## src/rtl/fps_pkg.sv

```systemverilog
`timescale 1ns/1ps
package fps_pkg;
  typedef enum logic [2:0] {
    OP_NONE  = 3'd0,
    OP_PUSH  = 3'd1,
    OP_CONST = 3'd2,
    OP_POP   = 3'd3,
    OP_WRITE = 3'd4,
    OP_SWAP  = 3'd5,
    OP_STPOP = 3'd6,
    OP_INIT  = 3'd7
  } fps_op_e;

  localparam logic [79:0] K_ZERO = 80'h0;
  localparam logic [79:0] K_ONE  = {1'b0, 15'h3FFF, 1'b1, 63'h0};

  function automatic logic [79:0] builtin(input logic sel);
    return sel ? K_ONE : K_ZERO;
  endfunction
endpackage

```

## src/rtl/fps_bank.sv

```systemverilog
`timescale 1ns/1ps
module fps_bank #(
  parameter int W     = 80,
  parameter int DEPTH = 8,
  localparam int PW   = $clog2(DEPTH)
) (
  input  logic                      clk,
  input  logic                      wa_en,
  input  logic [PW-1:0]             wa_idx,
  input  logic [W-1:0]              wa_val,
  input  logic                      wb_en,
  input  logic [PW-1:0]             wb_idx,
  input  logic [W-1:0]              wb_val,
  output logic [DEPTH-1:0][W-1:0]   q
);
  logic [W-1:0] mem [DEPTH];

  always_ff @(posedge clk) begin
    for (int g = 0; g < DEPTH; g++) begin
      if (wa_en && wa_idx == PW'(g))      mem[g] <= wa_val;
      else if (wb_en && wb_idx == PW'(g)) mem[g] <= wb_val;
    end
  end

  for (genvar g = 0; g < DEPTH; g++) begin : g_out
    assign q[g] = mem[g];
  end
endmodule

```

## src/rtl/fps_state.sv

```systemverilog
`timescale 1ns/1ps
module fps_state #(
  parameter int DEPTH = 8,
  localparam int PW   = $clog2(DEPTH)
) (
  input  logic             clk,
  input  logic             rst_n,
  input  logic [PW-1:0]    top_nxt,
  input  logic [DEPTH-1:0] tag_set,
  input  logic [DEPTH-1:0] tag_clr,
  input  logic             ovf,
  input  logic             unf,
  output logic [PW-1:0]    top,
  output logic [DEPTH-1:0] tags,
  output logic             err_ovf,
  output logic             err_unf
);
  always_ff @(posedge clk) begin
    if (!rst_n) begin
      top     <= '0;
      tags    <= '0;
      err_ovf <= 1'b0;
      err_unf <= 1'b0;
    end else begin
      top     <= top_nxt;
      tags    <= (tags & ~tag_clr) | tag_set;
      err_ovf <= ovf;
      err_unf <= unf;
    end
  end

  assert_flags_apart_R9: assert property (@(posedge clk) disable iff (!rst_n)
    !(err_ovf && err_unf));
endmodule

```

## src/rtl/fps_ctrl.sv

```systemverilog
`timescale 1ns/1ps
module fps_ctrl
  import fps_pkg::*;
#(
  parameter int W     = 80,
  parameter int DEPTH = 8,
  localparam int PW   = $clog2(DEPTH)
) (
  input  logic                     clk,
  input  logic                     rst_n,
  input  logic                     cmd_valid,
  input  fps_op_e                  op,
  input  logic [PW-1:0]            slot,
  input  logic [1:0]               pops,
  input  logic                     ksel,
  input  logic [W-1:0]             data,
  input  logic [PW-1:0]            top,
  input  logic [DEPTH-1:0]         tags,
  input  logic [DEPTH-1:0][W-1:0]  q,
  output logic                     wa_en,
  output logic [PW-1:0]            wa_idx,
  output logic [W-1:0]             wa_val,
  output logic                     wb_en,
  output logic [PW-1:0]            wb_idx,
  output logic [W-1:0]             wb_val,
  output logic [PW-1:0]            top_nxt,
  output logic [DEPTH-1:0]         tag_set,
  output logic [DEPTH-1:0]         tag_clr,
  output logic                     ovf,
  output logic                     unf
);
  logic [PW-1:0] i_head, i_next, i_slot, i_above;
  logic          v_head, v_next, v_slot, full;
  logic [PW-1:0] npop;

  assign i_head  = top;
  assign i_next  = top + PW'(1);
  assign i_slot  = top + slot;
  assign i_above = top - PW'(1);
  assign v_head  = tags[i_head];
  assign v_next  = tags[i_next];
  assign v_slot  = tags[i_slot];
  assign full    = tags[i_above];

  always_comb begin
    wa_en   = 1'b0;
    wa_idx  = i_slot;
    wa_val  = data;
    wb_en   = 1'b0;
    wb_idx  = i_head;
    wb_val  = q[i_slot];
    top_nxt = top;
    tag_set = '0;
    tag_clr = '0;
    ovf     = 1'b0;
    unf     = 1'b0;
    npop    = '0;
    if (cmd_valid) begin
      unique case (op)
        OP_PUSH, OP_CONST: begin
          if (full) ovf = 1'b1;
          else begin
            wa_en           = 1'b1;
            wa_idx          = i_above;
            wa_val          = (op == OP_PUSH) ? data : W'(builtin(ksel));
            tag_set[i_above] = 1'b1;
            top_nxt         = i_above;
          end
        end
        OP_POP: begin
          npop = (pops == 2'd2) ? PW'(2) : PW'(1);
          if ((pops == 2'd2) ? !v_next : !v_head) unf = 1'b1;
          else begin
            tag_clr[i_head] = 1'b1;
            if (pops == 2'd2) tag_clr[i_next] = 1'b1;
            top_nxt = top + npop;
          end
        end
        OP_WRITE: begin
          npop = (pops == 2'd0) ? PW'(0) : (pops == 2'd1) ? PW'(1) : PW'(2);
          if (!v_slot || (pops == 2'd1 && !v_head) || (pops[1] && !v_next)) unf = 1'b1;
          else begin
            wa_en = 1'b1;
            if (pops != 2'd0) tag_clr[i_head] = 1'b1;
            if (pops[1])      tag_clr[i_next] = 1'b1;
            top_nxt = top + npop;
          end
        end
        OP_SWAP: begin
          if (!v_head || !v_slot) unf = 1'b1;
          else begin
            wa_en  = 1'b1;
            wa_val = q[i_head];
            wb_en  = (slot != '0);
          end
        end
        OP_STPOP: begin
          if (!v_head || !v_slot) unf = 1'b1;
          else begin
            wa_en           = 1'b1;
            wa_val          = q[i_head];
            tag_clr[i_head] = 1'b1;
            top_nxt         = i_next;
          end
        end
        OP_INIT: begin
          tag_clr = '1;
          top_nxt = '0;
        end
        default: ;
      endcase
    end
  end

  assert_ports_apart_R7: assert property (@(posedge clk) disable iff (!rst_n)
    (wa_en && wb_en) |-> (wa_idx != wb_idx));
  assert_fault_no_write_R9: assert property (@(posedge clk) disable iff (!rst_n)
    (ovf || unf) |-> (!wa_en && !wb_en && tag_set == '0 && tag_clr == '0));
endmodule

```

## src/rtl/fp_regstack.sv

```systemverilog
`timescale 1ns/1ps
module fp_regstack
  import fps_pkg::*;
#(
  parameter int W     = 80,
  parameter int DEPTH = 8,
  localparam int PW   = $clog2(DEPTH)
) (
  input  logic          clk,
  input  logic          rst_n,
  input  logic          cmd_valid,
  input  logic [2:0]    cmd_op,
  input  logic [PW-1:0] cmd_slot,
  input  logic [1:0]    cmd_pops,
  input  logic          cmd_const,
  input  logic [W-1:0]  cmd_data,
  input  logic [PW-1:0] rd_slot,
  output logic [W-1:0]  rd_data,
  output logic          rd_valid,
  output logic          err_overflow,
  output logic          err_underflow
);
  fps_op_e                op;
  logic [PW-1:0]          top, top_nxt, wa_idx, wb_idx, i_rd;
  logic [DEPTH-1:0]       tags, tag_set, tag_clr;
  logic [DEPTH-1:0][W-1:0] q;
  logic                   wa_en, wb_en, ovf, unf;
  logic [W-1:0]           wa_val, wb_val;

  assign op = fps_op_e'(cmd_op);

  fps_ctrl #(.W(W), .DEPTH(DEPTH)) u_ctrl (
    .clk(clk), .rst_n(rst_n), .cmd_valid(cmd_valid), .op(op), .slot(cmd_slot),
    .pops(cmd_pops), .ksel(cmd_const), .data(cmd_data), .top(top), .tags(tags),
    .q(q), .wa_en(wa_en), .wa_idx(wa_idx), .wa_val(wa_val), .wb_en(wb_en),
    .wb_idx(wb_idx), .wb_val(wb_val), .top_nxt(top_nxt), .tag_set(tag_set),
    .tag_clr(tag_clr), .ovf(ovf), .unf(unf)
  );

  fps_state #(.DEPTH(DEPTH)) u_state (
    .clk(clk), .rst_n(rst_n), .top_nxt(top_nxt), .tag_set(tag_set),
    .tag_clr(tag_clr), .ovf(ovf), .unf(unf), .top(top), .tags(tags),
    .err_ovf(err_overflow), .err_unf(err_underflow)
  );

  fps_bank #(.W(W), .DEPTH(DEPTH)) u_bank (
    .clk(clk), .wa_en(wa_en), .wa_idx(wa_idx), .wa_val(wa_val),
    .wb_en(wb_en), .wb_idx(wb_idx), .wb_val(wb_val), .q(q)
  );

  assign i_rd     = top + rd_slot;
  assign rd_data  = q[i_rd];
  assign rd_valid = tags[i_rd];

  assert_init_empties_R1: assert property (@(posedge clk) disable iff (!rst_n)
    (cmd_valid && op == OP_INIT) |=> (tags == '0 && top == '0));
  assert_push_moves_head_R2: assert property (@(posedge clk) disable iff (!rst_n)
    (cmd_valid && (op == OP_PUSH || op == OP_CONST) && tags != '1)
      |=> (top == $past(top) - PW'(1)));
  assert_no_overflow_R4: assert property (@(posedge clk) disable iff (!rst_n)
    (cmd_valid && (op == OP_PUSH || op == OP_CONST) && tags == '1)
      |=> (err_overflow && $stable(tags) && $stable(top)));
  assert_underflow_frozen_R9: assert property (@(posedge clk) disable iff (!rst_n)
    unf |=> (err_underflow && $stable(tags) && $stable(top)));
  assert_idle_holds_R11: assert property (@(posedge clk) disable iff (!rst_n)
    !cmd_valid |=> ($stable(tags) && $stable(top) && !err_overflow && !err_underflow));
endmodule

```

## config.mk

```make
export PLATFORM = sky130hd
export DESIGN_NAME = fp_regstack
export DESIGN_NICKNAME = d
export VERILOG_FILES = /design/src/rtl/fps_pkg.sv /design/src/rtl/fps_bank.sv /design/src/rtl/fps_state.sv /design/src/rtl/fps_ctrl.sv /design/src/rtl/fp_regstack.sv
export SDC_FILE = /design/constraint.sdc
export NUM_CORES = 2
export LEC_CHECK = 0
export BUFFER_PORTS_ARGS = -buffer_cell sky130_fd_sc_hd__buf_2
export CAP_MARGIN = 40
export CELL_PAD_IN_SITES_DETAIL_PLACEMENT = 1
export CELL_PAD_IN_SITES_GLOBAL_PLACEMENT = 1
export CORE_MARGIN = 2
export CORE_UTILIZATION = 49
export CTS_BUF_LIST = sky130_fd_sc_hd__clkbuf_4 sky130_fd_sc_hd__clkbuf_8
export DETAILED_ROUTE_END_ITERATION = 6
export PLACE_DENSITY = 0.78
export SYNTH_ARGS = -nofsm -noshare
export SYNTH_HDL_FRONTEND = slang
export SYNTH_SLANG_ARGS = --single-unit
```

## constraint.sdc

```tcl
create_clock -name clk -period 11.08 [get_ports clk]
set_input_delay 2.216 -clock clk [delete_from_list [all_inputs] [get_ports clk]]
set_output_delay 2.216 -clock clk [all_outputs]
set_load 0.005 [all_outputs]
```

-- Word level (Yosys, flattened, before mapping)
Memories as Yosys holds them, arrays and structs flattened.
Index checks and enable logic that the tools add are counted.
- memories: 1
- register bits after elaboration: 13
- memory bits (writable): 640
- logic and storage cells: 212
- magnitude comparators: 8
- bitwise operators: 13
- add/sub/neg operators: 6
- equal/unequal tests: 27
- reduce and logical (&&, ||, !) cells: 38
- muxes and demuxes: 115
- memories (name ; depth ; width ; read ports ; clocked after memory_dff ; write ports ; line ; text):
    u_bank.mem ; 8 ; 80 ; 8 ; 0 ; 8 ; fps_bank.sv:16 ; logic [W-1:0] mem [DEPTH];
- operators by type and width (operator ; number):
    two-way mux 80 bit ; 15
    binary-select mux 80 bit (select 3 bit) ; 3
    case mux 80 bit (2 select lines) ; 1
    two-way mux 8 bit ; 13
    two-way mux 78 bit ; 1
    two-way mux 1 bit ; 60
    equality test 3 bit, second input constant ; 12
    case mux 8 bit (4 select lines) ; 1
    two-way mux 3 bit ; 8
    bitwise OR 8 bit ; 3
    logical AND 1 bit ; 21
    < comparator 3 x 4 -> 1 bit, second input constant ; 5
    equality test 3 x 2 -> 1 bit, second input constant ; 6
    binary-select mux 1 bit (select 3 bit) ; 5
    case mux 3 bit (5 select lines) ; 1
    adder 3 bit ; 4
    demux 1 bit (select 3 bit) ; 3
    equality test 3 x 1 -> 1 bit, second input constant ; 3
    >= comparator 3 x 1 -> 1 bit, second input constant ; 3
    bitwise AND 8 bit ; 1
    inequality test 2 bit, second input constant ; 4
    NOT 8 bit ; 1
    bitwise OR 1 bit ; 8
    zero test 3 bit ; 2
    other kinds (16) ; 23

-- Depth between registers and ports, before layout
- word-level depth: 17
- gate-level depth with buffers: 14

-- Modules after synthesis
Synthesis repeated with hierarchy kept, for this count alone.
- cells, all modules: 2793
- area, all modules: 42774.8 µm²
- modules (own cells, without submodules) (module ; seq. area each (µm²) ; instances ; area each (µm²) ; cells an instance):
    fps_bank ; 19218.4 ; 1 ; 27216.1 ; 1386
    fps_ctrl ; 0.0 ; 1 ; 9858.2 ; 1078
    fp_regstack ; 0.0 ; 1 ; 5287.6 ; 294
    fps_state ; 260.2 ; 1 ; 412.9 ; 35

-- Worst setup path after synthesis
Ideal clock, no wire load.
- path kind: input -> register
- from: input cmd_slot[0]
- to: memory u_bank.mem[7][0], in the netlist u_bank.mem[1][240] (enable)
- path slack: 0.480 ns
- path buffers: 1
- stages on the path: 11
- data arrival time: 9.971 ns
- cell sequence: ha_1 -> inv_1 -> fa_1 -> clkbuf_1 -> mux4_2 -> mux2i_1 -> nand2b_1 -> o32ai_4 -> nor2_2 -> or2_2 -> o21ai_0
- RTL lines (what ; line ; text):
    from (decl) ; fp_regstack.sv:13 ; input logic [PW-1:0] cmd_slot,
    to (decl) ; fps_bank.sv:16 ;

-- Final worst setup path
- from: input rd_slot[0]
- to: output rd_data[61]
- cells in the longest elaborated chain, start to end: 3
- ends and longest elaborated chain (what ; line ; text):
    from (decl) ; fp_regstack.sv:17 ; input logic [PW-1:0] rd_slot,
    adder 3 bit ; fp_regstack.sv:51 ; assign i_rd = top + rd_slot;
    binary-select mux 80 bit (select 3 bit) ; fp_regstack.sv:52 ; assign rd_data = q[i_rd];
    two-way mux 80 bit (not written as such) ; fp_regstack.sv:52 ;
    to (decl) ; fp_regstack.sv:18 ; output logic [W-1:0] rd_data,
Every way passes these cells. The select of a mux whose other input is x is not followed.

==> impl_metrics.ini <==
[outcome]
status = completed

[critical_path]
cpPeakStageDelay_ns = 0.75
criticalPathCategory = input pin to primary output
crit_path_max_fanout = 119
worstRegToRegCells = 14
worstPathRequired_ns = 8.86
path_common_cell = buf_2
crit_buf_inv = 4
rr_startpoint = u_state.top[0]$_SDFFE_PN0P_
worstPathCellList = buf_2, ha_4, fa_4, xnor2_1, xnor2_2, buf_12, buf_4, mux4_2, mux2_2, buf_2
worstPathArrival_ns = 5.66
path_delay_family = buffers and inverters
r2r_end = u_bank.mem[0][191]$_DFFE_PP_
end_kind = primary output
cp_slowest_cell = buf_4
r2r_slack_ns = 4.94
critPathLaunchType = input pin

[clock_network]
hold_buffers = 0
h-tree-depth = 3
post_cts.repair.setup_buffers = 0
worstSkewPairLatency_ns = 0.77
clockBufferDepth = 3
cts.clk_slew.worst_paths_ns = 0.06
cts_root_buffer = clkbuf_8
clock_sinks = 653
cts_made_buffers = 111
cts_resized = 0
cts_tree = built

[synthesis]
synth_edf_count = 640
synth_cells = 3214
ys_ff_latch = 653
synth.distinct_cells = 75
async_flop_share_pct = 0
synth_top_area_share_pct = 46.0
synth_top_area_cell = edfxtp_1
synth.top_cells.by_area = edfxtp_1, mux2i_1, mux4_2
synth-seq-area-share_pct = 46.6
yosys_warnings = 0
synth_nets = 3323
syn_avg_cell_area_um2 = 13.0
netlist_area_mm2 = 0.0418
synthFlopType = edfxtp_1

[timing]
setup-tns-final_ns = 0
drv_slew = 0
worst_pin_slew_ns = 1.13
hold_viol = 0
setup_viol = 0
fin_crit_sh_pct = 71.1
rsz0062_at_grt = false
fin_skew_ns = 0.0338
max_freq_mhz = 127
min_period_ns = 7.88
worst_slew_margin_rel_pct = 24.8
worst_slack_ns = 3.20

[routing]
ant_nets = 0
drt_pass1_iterations = 6
vias_per_cell = 7.45
routedWlPerCell_um = 34.9
drc = 0
drt_iter0_markers = 4256
vias = 33600
wirelength_um = 158000

[grt]
grt_pass1_vias = 35600
gr-total-overflow = 0
grtUsageTotal_pct = 35.6
grt_pass1_wl_um = 231000
grt_max_degree = 167
antenna_found_initial = 4

[final_layout]
fillers = 8458
area_delta_synth_final_pct = 10.9
final_cell_mix = mux2i_1, edfxtp_1, o22ai_1
design_area_mm2 = 0.0464
layout_commonest_cell = mux2i_1
finalNetCount = 3396
final_layout_size_suffix_gt1_share_pct = 25.0
final_core_util_pct = 54.6

[hold_path]
min_path_type = register to register
hold_depth = 2
min_to = u_state.tags[3]$_SDFF_PN0_
worstHoldStart = u_state.tags[3]$_SDFF_PN0_

[floorplanning]
initial_core_util_pct = 49.3
core_mm2 = 0.0849
fp.dieH_um = 296
die_x_um = 296
io_pins = 178
fp-row-count = 107
dieArea_mm2 = 0.0877

[flow_run]
max_cap_viol_count = 0

[placed_design]
post-dp-hpwl_um = 85600
place.gp.congestion = 0.867
io_buffers = 177
placement.cell_area_mm2 = 0.0441
pre_cts_ws_ns = 3.19

[pwr]
ir_worst_vdd_mv = 0.130
powerDensity_mw_per_mm2 = 169
p_leak_uw = 0.0183
==> cell families after synthesis <==
logic type	share of synthesized area [%]
AO/OA/AOI/OAI	8.04
flip-flops	46.6
AND/OR/NAND/NOR	8.04
multiplexers	33.0
adder cells (fa/ha/maj)	0.473
buffers and inverters	3.60
XOR/XNOR	0.230
==> routing by layer <==
metal / vias to the layer above / track usage (%) / part of all wire [%]
li1: 13200 / - / -
met1: 17100 / 44.1 / 36
met2: 2577 / 58.8 / 48
met3: 693 / 6.78 / 11
met4: 4 / 19.8 / 5.6
met5: - / 0 / 0.013
==> synth_stat cells (5+ instances only) <==
| cell type | instances |
|---|---|
| o21ai_1 | 36 |
| a221oi_4 | 10 |
| buf_2 | 33 |
| nor2b_1 | 7 |
| nor3_1 | 7 |
| and3_1 | 35 |
| mux2_2 | 84 |
| nand2b_1 | 9 |
| nor2_1 | 13 |
| a221oi_2 | 5 |
| or3_1 | 5 |
| a21oi_1 | 34 |
| a41o_1 | 5 |
| nor4_1 | 49 |
| nand4_1 | 36 |
| or4_1 | 34 |
| edfxtp_1 | 640 |
| o22ai_1 | 322 |
| nand2_1 | 316 |
| buf_4 | 47 |
| buf_12 | 7 |
| clkbuf_1 | 176 |
| o21ai_0 | 50 |
| mux2i_1 | 703 |
| nand3_1 | 157 |
| mux4_2 | 257 |
| dfxtp_1 | 13 |
| inv_1 | 9 |
| buf_1 | 26 |
| ha_1 | 11 |
==> stage by stage <==
step,power (uW),cells,hold WS [ns]
after floorplan,4590,3214,0.479
after global placement,5320,4297,0.525
after detailed placement,5470,4318,0.547
after CTS,7780,4515,0.557
after global routing,8060,4516,0.578
final,7820,4516,0.565
==> sequential cells by signal (all words and copies together), names as in the netlist <==
signal           flops
u_state.err_unf      1
u_state.err_ovf      1
u_state.tags         8
u_state.top          3
u_bank.mem         640
==> worst max path at each step <==
stage               depth (start not counted)  slack [ns]         from                            to
floorplan                                  11        0.48  cmd_slot[0]  u_bank.mem[1][240]$_DFFE_PP_
global placement                           10        3.25   rd_slot[0]                   rd_data[61]
detailed placement                         10        3.19   rd_slot[0]                   rd_data[61]
CTS                                        10        3.17   rd_slot[0]                   rd_data[61]
global route                               10        3.15   rd_slot[0]                   rd_data[61]
finish                                     10        3.20   rd_slot[0]                   rd_data[61]
==> cell type report <==
cell class / instances / area (um2) / area share, %
diodes: 1 / 2.50 / 0.00540
clock buffers: 142 / 1790 / 3.85
clock inverters: 55 / 489 / 1.06
inverters: 11 / 41.3 / 0.0891
multi-input cells: 2257 / 21200 / 45.7
flip-flops and latches: 653 / 19500 / 42.0
well taps: 1144 / 1430 / 3.09
repair buffers: 253 / 1950 / 4.21
==> power by group <==
part | leakage (uW) | total, uW | internal, uW | switching [uW]
logic | 0.0113 | 2670 | 1040 | 1630
registers | 0.00587 | 2820 | 2780 | 33.6
clock network | 0.00119 | 2330 | 1260 | 1080
total | 0.0183 | 7820 | 5080 | 2740
==> tightest hold or removal path, stage by stage, from the launching register on <==
cell and delay (ns):
dfxtp_1 0.37, nand2_1 0.08, o21ai_0 0.06
(Power assumes the default switching activity.)
